==> src/rtl/pfc_pkg.sv <==
package pfc_pkg;
  typedef enum logic [1:0] {
    ST_IDLE = 2'd0,
    ST_RUN  = 2'd1,
    ST_WAIT = 2'd2
  } pfc_state_e;
endpackage

==> src/rtl/pfc_blk_cnt.sv <==
module pfc_blk_cnt #(
  parameter int BLK_LEN = 64
) (
  input  logic clk_i,
  input  logic rst_ni,
  input  logic clr_i,
  input  logic inc_i,
  output logic last_o
);
  localparam int CW = (BLK_LEN > 1) ? $clog2(BLK_LEN) : 1;
  localparam logic [CW-1:0] LAST = CW'(BLK_LEN - 1);

  logic [CW-1:0] cnt_q;

  assign last_o = (cnt_q == LAST);

  always_ff @(posedge clk_i or negedge rst_ni) begin
    if (!rst_ni)           cnt_q <= '0;
    else if (clr_i)        cnt_q <= '0;
    else if (inc_i) begin
      if (last_o)          cnt_q <= '0;
      else                 cnt_q <= cnt_q + 1'b1;
    end
  end

  AST_CNT_WRAP: assert property (@(posedge clk_i) disable iff (!rst_ni)
    (inc_i && last_o && !clr_i) |=> (cnt_q == '0));
endmodule

==> src/rtl/pfc_occ.sv <==
module pfc_occ #(
  parameter int NUM_BUF  = 4,
  parameter int STOP_LVL = NUM_BUF - 1
) (
  input  logic clk_i,
  input  logic rst_ni,
  input  logic clr_i,
  input  logic inc_i,
  input  logic dec_i,
  output logic full_o,
  output logic stop_o
);
  localparam int OW = $clog2(NUM_BUF + 1);

  logic [OW-1:0] occ_q;
  logic          dec_ok;

  assign dec_ok = dec_i && (occ_q != '0);
  assign full_o = (occ_q == OW'(NUM_BUF));
  assign stop_o = (occ_q >= OW'(STOP_LVL));

  always_ff @(posedge clk_i or negedge rst_ni) begin
    if (!rst_ni)      occ_q <= '0;
    else if (clr_i)   occ_q <= '0;
    else begin
      case ({inc_i, dec_ok})
        2'b10:   occ_q <= occ_q + 1'b1;
        2'b01:   occ_q <= occ_q - 1'b1;
        default: occ_q <= occ_q;
      endcase
    end
  end

  AST_OCC_MAX: assert property (@(posedge clk_i) disable iff (!rst_ni)
    occ_q <= OW'(NUM_BUF));
  AST_OCC_INC: assert property (@(posedge clk_i) disable iff (!rst_ni)
    (inc_i && !dec_i && !clr_i) |=> (occ_q == OW'($past(occ_q) + 1'b1)));
  AST_OCC_ZERO_HOLD: assert property (@(posedge clk_i) disable iff (!rst_ni)
    (occ_q == '0 && !inc_i && !clr_i) |=> (occ_q == '0));
endmodule

==> src/rtl/pfc_fsm.sv <==
module pfc_fsm
  import pfc_pkg::*;
(
  input  logic       clk_i,
  input  logic       rst_ni,
  input  logic       start_i,
  input  logic       valid_i,
  input  logic       sync_i,
  input  logic       last_i,
  input  logic       full_i,
  output pfc_state_e state_o,
  output logic       acc_o,
  output logic       done_o,
  output logic       abort_o,
  output logic       clr_o,
  output logic       ovf_o
);
  pfc_state_e state_q, state_d;
  logic       ovf_q;
  logic       take;

  assign take    = (state_q == ST_RUN) && valid_i;
  assign abort_o = take && full_i;
  assign acc_o   = take && !full_i;
  assign done_o  = acc_o && last_i;
  assign clr_o   = (state_q == ST_IDLE) && start_i;

  always_comb begin
    state_d = state_q;
    unique case (state_q)
      ST_IDLE: if (start_i) state_d = ST_RUN;
      ST_RUN: begin
        if (abort_o)                 state_d = ST_IDLE;
        else if (done_o && !sync_i)  state_d = ST_WAIT;
      end
      ST_WAIT: if (sync_i) state_d = ST_RUN;
      default: state_d = ST_IDLE;
    endcase
  end

  always_ff @(posedge clk_i or negedge rst_ni) begin
    if (!rst_ni) begin
      state_q <= ST_IDLE;
      ovf_q   <= 1'b0;
    end else begin
      state_q <= state_d;
      if (clr_o)        ovf_q <= 1'b0;
      else if (abort_o) ovf_q <= 1'b1;
    end
  end

  assign state_o = state_q;
  assign ovf_o   = ovf_q;

  AST_MISS_SYNC: assert property (@(posedge clk_i) disable iff (!rst_ni)
    (done_o && !sync_i) |=> (state_q == ST_WAIT));
  AST_ABORT_IDLE: assert property (@(posedge clk_i) disable iff (!rst_ni)
    $rose(ovf_q) |-> (state_q == ST_IDLE));
  AST_OVF_STICKY: assert property (@(posedge clk_i) disable iff (!rst_ni)
    (ovf_q && !clr_o) |=> ovf_q);
  AST_START_RUN: assert property (@(posedge clk_i) disable iff (!rst_ni)
    clr_o |=> (state_q == ST_RUN && !ovf_q));
endmodule

==> src/rtl/pfc_top.sv <==
module pfc_top
  import pfc_pkg::*;
#(
  parameter int DATA_W   = 8,
  parameter int BLK_LEN  = 64,
  parameter int NUM_BUF  = 4,
  parameter int STOP_LVL = NUM_BUF - 1
) (
  input  logic              clk_i,
  input  logic              rst_ni,
  input  logic              start_i,
  input  logic              pix_valid_i,
  input  logic [DATA_W-1:0] pix_data_i,
  input  logic              pix_sync_i,
  input  logic              buf_release_i,
  output logic              stop_o,
  output logic              ovf_o,
  output logic [1:0]        state_o,
  output logic              out_valid_o,
  output logic [DATA_W-1:0] out_data_o,
  output logic              out_last_o
);
  pfc_state_e state;
  logic last, full, acc, done, abort, clr;

  pfc_fsm u_fsm (
    .clk_i   (clk_i),
    .rst_ni  (rst_ni),
    .start_i (start_i),
    .valid_i (pix_valid_i),
    .sync_i  (pix_sync_i),
    .last_i  (last),
    .full_i  (full),
    .state_o (state),
    .acc_o   (acc),
    .done_o  (done),
    .abort_o (abort),
    .clr_o   (clr),
    .ovf_o   (ovf_o)
  );

  pfc_blk_cnt #(.BLK_LEN(BLK_LEN)) u_cnt (
    .clk_i  (clk_i),
    .rst_ni (rst_ni),
    .clr_i  (clr || abort),
    .inc_i  (acc),
    .last_o (last)
  );

  pfc_occ #(.NUM_BUF(NUM_BUF), .STOP_LVL(STOP_LVL)) u_occ (
    .clk_i  (clk_i),
    .rst_ni (rst_ni),
    .clr_i  (clr),
    .inc_i  (done),
    .dec_i  (buf_release_i),
    .full_o (full),
    .stop_o (stop_o)
  );

  always_ff @(posedge clk_i or negedge rst_ni) begin
    if (!rst_ni) begin
      out_valid_o <= 1'b0;
      out_data_o  <= '0;
      out_last_o  <= 1'b0;
    end else begin
      out_valid_o <= acc;
      out_last_o  <= done;
      if (acc) out_data_o <= pix_data_i;
    end
  end

  assign state_o = state;

  AST_WAIT_HOLD: assert property (@(posedge clk_i) disable iff (!rst_ni)
    (state == ST_WAIT) |=> !out_valid_o);
  AST_IDLE_QUIET: assert property (@(posedge clk_i) disable iff (!rst_ni)
    (state == ST_IDLE) |=> !out_valid_o);
  AST_NO_OVERFLOW_FWD: assert property (@(posedge clk_i) disable iff (!rst_ni)
    $rose(ovf_o) |-> !out_valid_o);
endmodule

==> config.mk <==
export PLATFORM = sky130hd
export DESIGN_NAME = pfc_top
export DESIGN_NICKNAME = d
export VERILOG_FILES = /design/src/rtl/pfc_pkg.sv /design/src/rtl/pfc_blk_cnt.sv /design/src/rtl/pfc_occ.sv /design/src/rtl/pfc_fsm.sv /design/src/rtl/pfc_top.sv
export SDC_FILE = /design/constraint.sdc
export NUM_CORES = 1
export LEC_CHECK = 0
export BUFFER_PORTS_ARGS = -buffer_cell sky130_fd_sc_hd__buf_2
export CORE_AREA = 2 2 48 50
export CTS_CLUSTER_DIAMETER = 200
export DETAILED_ROUTE_END_ITERATION = 10
export DIE_AREA = 0 0 50 52
export GPL_ROUTABILITY_DRIVEN = 0
export HOLD_SLACK_MARGIN = 0.06
export PLACE_DENSITY = 0.78
export SLEW_MARGIN = 20
export SYNTH_ARGS = -nofsm -noshare
export SYNTH_HDL_FRONTEND = slang
export SYNTH_SLANG_ARGS = --single-unit
==> constraint.sdc <==
create_clock -name clk_i -period 2.9 [get_ports clk_i]
set_input_delay 0 -clock clk_i [delete_from_list [all_inputs] [get_ports clk_i]]
set_output_delay 0 -clock clk_i [all_outputs]
set_load 0.05 [all_outputs]
# Yosys cells after proc, flatten, opt, wreduce, memory -nomap -nowiden
# Cells that the tools add are included.
# classes
n_addsub	3
magnitude_cmp	1
n_eq_ne	9
n_mux	12
reduce_logical	16
# op_table
operator	count
$mux W6	3
$mux W2	4
$logic_and A1 B1 Y1	7
$add A6 B1 Y6 const B	1
$eq A6 B6 Y1 const B	1
$pmux W2 S3	1
$pmux W3 S2	1
$reduce_bool A3 Y1	2
$eq A2 B1 Y1 const B	2
$eq A2 B2 Y1 const B	2
$ne A2 B2 Y1 const B	2
$reduce_bool A2 Y1	2
$add A3 B1 Y3 const B	1
$eq A3 B3 Y1 const B	1
$ge A3 B2 Y1 const B	1
$mux W3	1
$ne A3 B3 Y1 const B	1
$reduce_and A3 Y1	1
$sub A3 B1 Y3 const B	1
$logic_not A1 Y1	2
$logic_not A2 Y1	1
$mux W1	2
$logic_or A1 B1 Y1	1
# totals
reg_bits	22
inputBits	14
wordCells	48

# Depth between registers and ports, before layout
# logic_depth
ltp_word	8
ltp_mapped	10

# Hierarchy
# Synthesis repeated with hierarchy kept, for this count alone.
# hier_totals
hier_cells	102
hier_area_um2	1159.9
# by_module_without_submodules
module	n_inst	cells_per_inst	area_each_um2	seq_area_each_um2
pfc_top	1	20	387.9	250.2
pfc_blk_cnt	1	32	320.3	150.1
pfc_occ	1	33	272.8	75.1
pfc_fsm	1	17	178.9	75.1

# Least setup slack after synthesis
# No wires, ideal clock.
# synth_timing
path_kind	register -> register
from	register u_fsm.state_q[0] (netlist: u_fsm.state_o[0])
to	register u_occ.occ_q[2]
setup_time_ns	0.079
arrival_time_ns	2.147
path_slack_ns	0.674
stages_incl_launch_ff	11
n_path_buf	0
cell_sequence	dfrtp_1 and3b_1 nand2_2 inv_2 nand2_2 inv_2 nor2_1 fa_1 and2_1 mux2i_1 mux2i_1
# synth_via
elab_chain_len	7
elab_cells_between_ends	11
classes_between	3 x eq/ne; 2 x mux; 6 x reduce/logical
# synth_lines
element	line	source
from (decl)	pfc_fsm.sv:18	pfc_state_e state_q, state_d;
from (signal assigned)	pfc_fsm.sv:46	state_q <= state_d;
$eq A2 B1 Y1 *	pfc_fsm.sv:22	assign take = (state_q == ST_RUN) && valid_i;
$logic_and A1 B1 Y1 *	pfc_fsm.sv:22	
$logic_and A1 B1 Y1 *	pfc_fsm.sv:24	assign acc_o = take && !full_i;
via acc	pfc_top.sv:24	logic last, full, acc, done, abort, clr;
$logic_and A1 B1 Y1 *	pfc_fsm.sv:25	assign done_o = acc_o && last_i;
via done	pfc_top.sv:24	
$eq A2 B1 Y1 or $eq A2 B2 Y1 (tied branches)	pfc_occ.sv:26	case ({inc_i, dec_ok})
$pmux W3 S2	pfc_occ.sv:26	
$mux W3	pfc_occ.sv:24	else if (clr_i) occ_q <= '0;
to (signal assigned)	pfc_occ.sv:27	2'b10: occ_q <= occ_q + 1'b1;
to (signal assigned)	pfc_occ.sv:28	2'b01: occ_q <= occ_q - 1'b1;
to (signal assigned)	pfc_occ.sv:29	default: occ_q <= occ_q;
to (decl)	pfc_occ.sv:15	logic [OW-1:0] occ_q;
# Mark *: on every way through the listed nets, which the timed path passes. The rest lies on a longest branch.
# A chain may end at the register's enable or synchronous reset.

# Worst setup path in the final report
# layout_timing
from	register u_fsm.state_q[1] (netlist: u_fsm.state_o[1])
to	register u_occ.occ_q[2]
# Same word-level chain as after synthesis.

==> flow_metrics.env <==
export IMPL_outcome="finished clean"
export IMPL_ys_types=35
export IMPL_io_buffers=27
export IMPL_endpoint_kind="register"
export IMPL_avgViaCountPerCell=5.199
export IMPL_postSynthAreaPerCell_sq_um=11.02
export IMPL_dieWidth_um=50
export IMPL_worstMarginPinSlew_ns=0.5104
export IMPL_final_area_sq_um=1403
export IMPL_root_buffer="clkbuf_4"
export IMPL_num_io_pins=28
export IMPL_yosys_area_top_type="dfrtp_1"
export IMPL_fin_cells=166
export IMPL_drt_iter0_markers=9
export IMPL_cp_startpoint="u_fsm.state_o[1]$_DFFE_PN0P_"
export IMPL_cts_tree="done"
export IMPL_skew_ns=0.003323
export IMPL_synth_seq_cells=22
export IMPL_cts_sinks=22
export IMPL_yosysWarningCount=0
export IMPL_n_antenna_cell=0
export IMPL_finalHoldViolCount=0
export IMPL_synthesis_area_sq_um=1069
export IMPL_critPathArrivalTime_ns=2.53
export IMPL_power_mw=1.577
export IMPL_place_inst=150
export IMPL_p_leak_nw=0.6967
export IMPL_synth_edf_count=0
export IMPL_vias=863
export IMPL_yosys_top_cells_area="dfrtp_1 (52%), mux2_2 (8.4%), mux2i_1 (3.7%), nand2_1 (2.8%), xor2_1 (2.5%)"
export IMPL_grt_max_degree=23
export IMPL_htree_levels=1
export IMPL_dieHeight_um=52
export IMPL_worstSkewPairLatency_ns=0.31
export IMPL_r2r_start="u_fsm.state_o[1]$_DFFE_PN0P_"
export IMPL_nFillCells=167
export IMPL_hpwl_um=1477
export IMPL_yosysSeqAreaShare=0.5152
export IMPL_reg2reg_to="u_occ.occ_q[2]$_DFFE_PN0P_"
export IMPL_clkTransAtPathRegs_ns=0.12
export IMPL_fin_crit_ns=2.283
export IMPL_initial_core_util=0.5074
export IMPL_wl_per_cell_um=12.73
export IMPL_drive_gt1_frac=0.3261
export IMPL_rsz0062_at_grt="no"
export IMPL_wirelength_um=2114
export IMPL_path_max_fanout=11
export IMPL_slew_violations=0
export IMPL_first_pass_iters=4
export IMPL_slew_headroom=0.6568
export IMPL_timing_fmax_ghz=0.4381
export IMPL_grt_pass1_wl_um=3726
export IMPL_worstPathRequired_ns=3.14
export IMPL_post_cts_buffers=0
export IMPL_endpoint="u_occ.occ_q[2]$_DFFE_PN0P_"
export IMPL_yosys_area_top_type_share=0.5152
export IMPL_std_cell_rows=17
export IMPL_min_period_over_period=0.7871
export IMPL_clock_path_buffers=2
export IMPL_syn_nets=113
export IMPL_areaGrowthSynthToFinish_pct=31.27
export IMPL_critPathKind="reg2reg"
export IMPL_ff2ff_path_depth=10
export IMPL_globalRoute_totalOverflow=0
export IMPL_finalSetupTns_ns=0
export IMPL_irDropWorstVdd_mv=0.8799
export IMPL_grt_use_total=0.1925
export IMPL_maxCapViolCount=0
export IMPL_r2r_slack_ns=0.62
export IMPL_grt_pass1_vias=880
export IMPL_pwr_density_cell_nw_per_um2=1124
export IMPL_cts_buffers=3
export IMPL_antenna_found_initial=0
export IMPL_syn_inst=97
export IMPL_cp_start_kind="register"
export IMPL_drc=0
export IMPL_die_area_sq_um=2600
export IMPL_fin_util=0.6661
export IMPL_setup_viol=0
export IMPL_place_area_sq_um=1230
export IMPL_fin_nets=155
export IMPL_synth_flop_cell="dfrtp_1"
export IMPL_hold_path_class="in2reg"
export IMPL_coreArea_sq_um=2106
export IMPL_ant_nets=0
export IMPL_synthArstFlopShare=1.000
worst max-delay path, stage by stage, from the launching register on:
cell	delay (ns)
dfrtp_1	0.45
and3b_1	0.29
nand2_2	0.19
inv_2	0.15
nand2_2	0.07
inv_2	0.10
nor2_1	0.06
fa_1	0.40
and2_1	0.15
mux2i_1	0.17
mux2i_1	0.19
repair_timing:
action                    4_1_cts  5_1_grt
hold endpoints to repair       32        0
gates resized for setup         0        0
hold buffers                   12        0
cells in the mapped netlist (all sizes together) (2+ instances only):
master,n
dfrtp,22
nand2,10
mux2,8
nor2,6
nand3,5
inv,4
mux2i,4
a21o,3
a21oi,3
nand2b,3
nor3,3
xor2,3
and2,2
o31ai,2
or3b,2
area by class of cell:
class | instances | area (sq um) | area share
well taps | 28 | 35.03 | 0.02498
clock buffers | 3 | 22.52 | 0.01606
clock inverters | 1 | 30.03 | 0.02141
inverters | 4 | 15.01 | 0.01070
flip-flops and latches | 22 | 550.5 | 0.3925
repair buffers | 39 | 255.2 | 0.1820
multi-input cells | 69 | 494.2 | 0.3524
where the power goes:
| group | internal, mW | leakage (nW) | switching [mW] |
|---|---|---|---|
| logic | 0.284 | 0.398 | 0.519 |
| clock network | 0.140 | 0.0279 | 0.0929 |
| registers | 0.430 | 0.270 | 0.112 |
cells by family after synthesis:
kind of cell	Yosys count	share of synthesized area
AOI/OAI and AO/OA	15	0.09953
xor gates and xnor gates	3	0.02459
adders and majority gates	2	0.03044
buffers and inverters	6	0.02225
DFF	22	0.5152
muxes	12	0.1218
and+or+nand+nor	37	0.1862
layer usage:
| metal | GRT usage | wire, um | vias to the layer above |
|---|---|---|---|
| li1 | - | - | 424 |
| met1 | 0.2308 | 941 | 408 |
| met2 | 0.3377 | 1046 | 27 |
| met3 | 0.04023 | 101 | 4 |
| met4 | 0.07407 | 25 | 0 |
| met5 | 0 | 0 | - |
cell usage in the layout, fill, tap and decap left out, drive strengths merged:
cell type / instances
o31ai: 2
nor4: 1
a21oi: 3
nand2: 10
and2: 2
nand2b: 3
inv: 4
mux2: 8
buf: 27
nor3: 3
a21o: 3
nand3b: 1
o22a: 1
fa: 1
nand3: 5
mux2i: 4
nor3b: 1
bufinv: 1
clkbuf: 3
a31oi: 1
o21ai: 1
a22o: 1
a211o: 1
xor2: 3
or3b: 2
dlygate4sd3: 12
nor2: 6
and3b: 1
and3: 1
o21a: 1
a31o: 1
ha: 1
dfrtp: 22
nand4: 1
through the flow:
stage                     hold WS [ns]  setup WS (ns)
after global routing            0.1449         0.3775
after CTS                       0.1285         0.6114
after detailed placement     -0.004486         0.6265
after floorplan                -0.2956         0.6740
after global placement       -0.007487         0.7353
final                           0.1418         0.6174
state kept, by name, summed over array words and instances (netlist names):
name,count
out_last_o,1
out_valid_o,1
u_cnt.cnt_q,6
u_fsm.state_o,2
out_data_o,8
u_fsm.ovf_o,1
u_occ.occ_q,3
worst min-delay path by stage:
stage	from	endpoint	slack, ns	cells past startpoint
floorplan	rst_ni	out_data_o[0]$_DFFE_PN0N_	-0.30	0
global placement	rst_ni	u_cnt.cnt_q[2]$_DFFE_PN0P_	-0.007	1
detailed placement	rst_ni	u_fsm.state_o[0]$_DFFE_PN0P_	-0.004	1
CTS	pix_valid_i	u_fsm.ovf_o$_DFFE_PN0N_	0.13	4
global route	pix_valid_i	u_fsm.ovf_o$_DFFE_PN0N_	0.14	4
finish	pix_valid_i	u_fsm.ovf_o$_DFFE_PN0N_	0.14	4
Note: power is estimated with default switching activity, not from simulation.
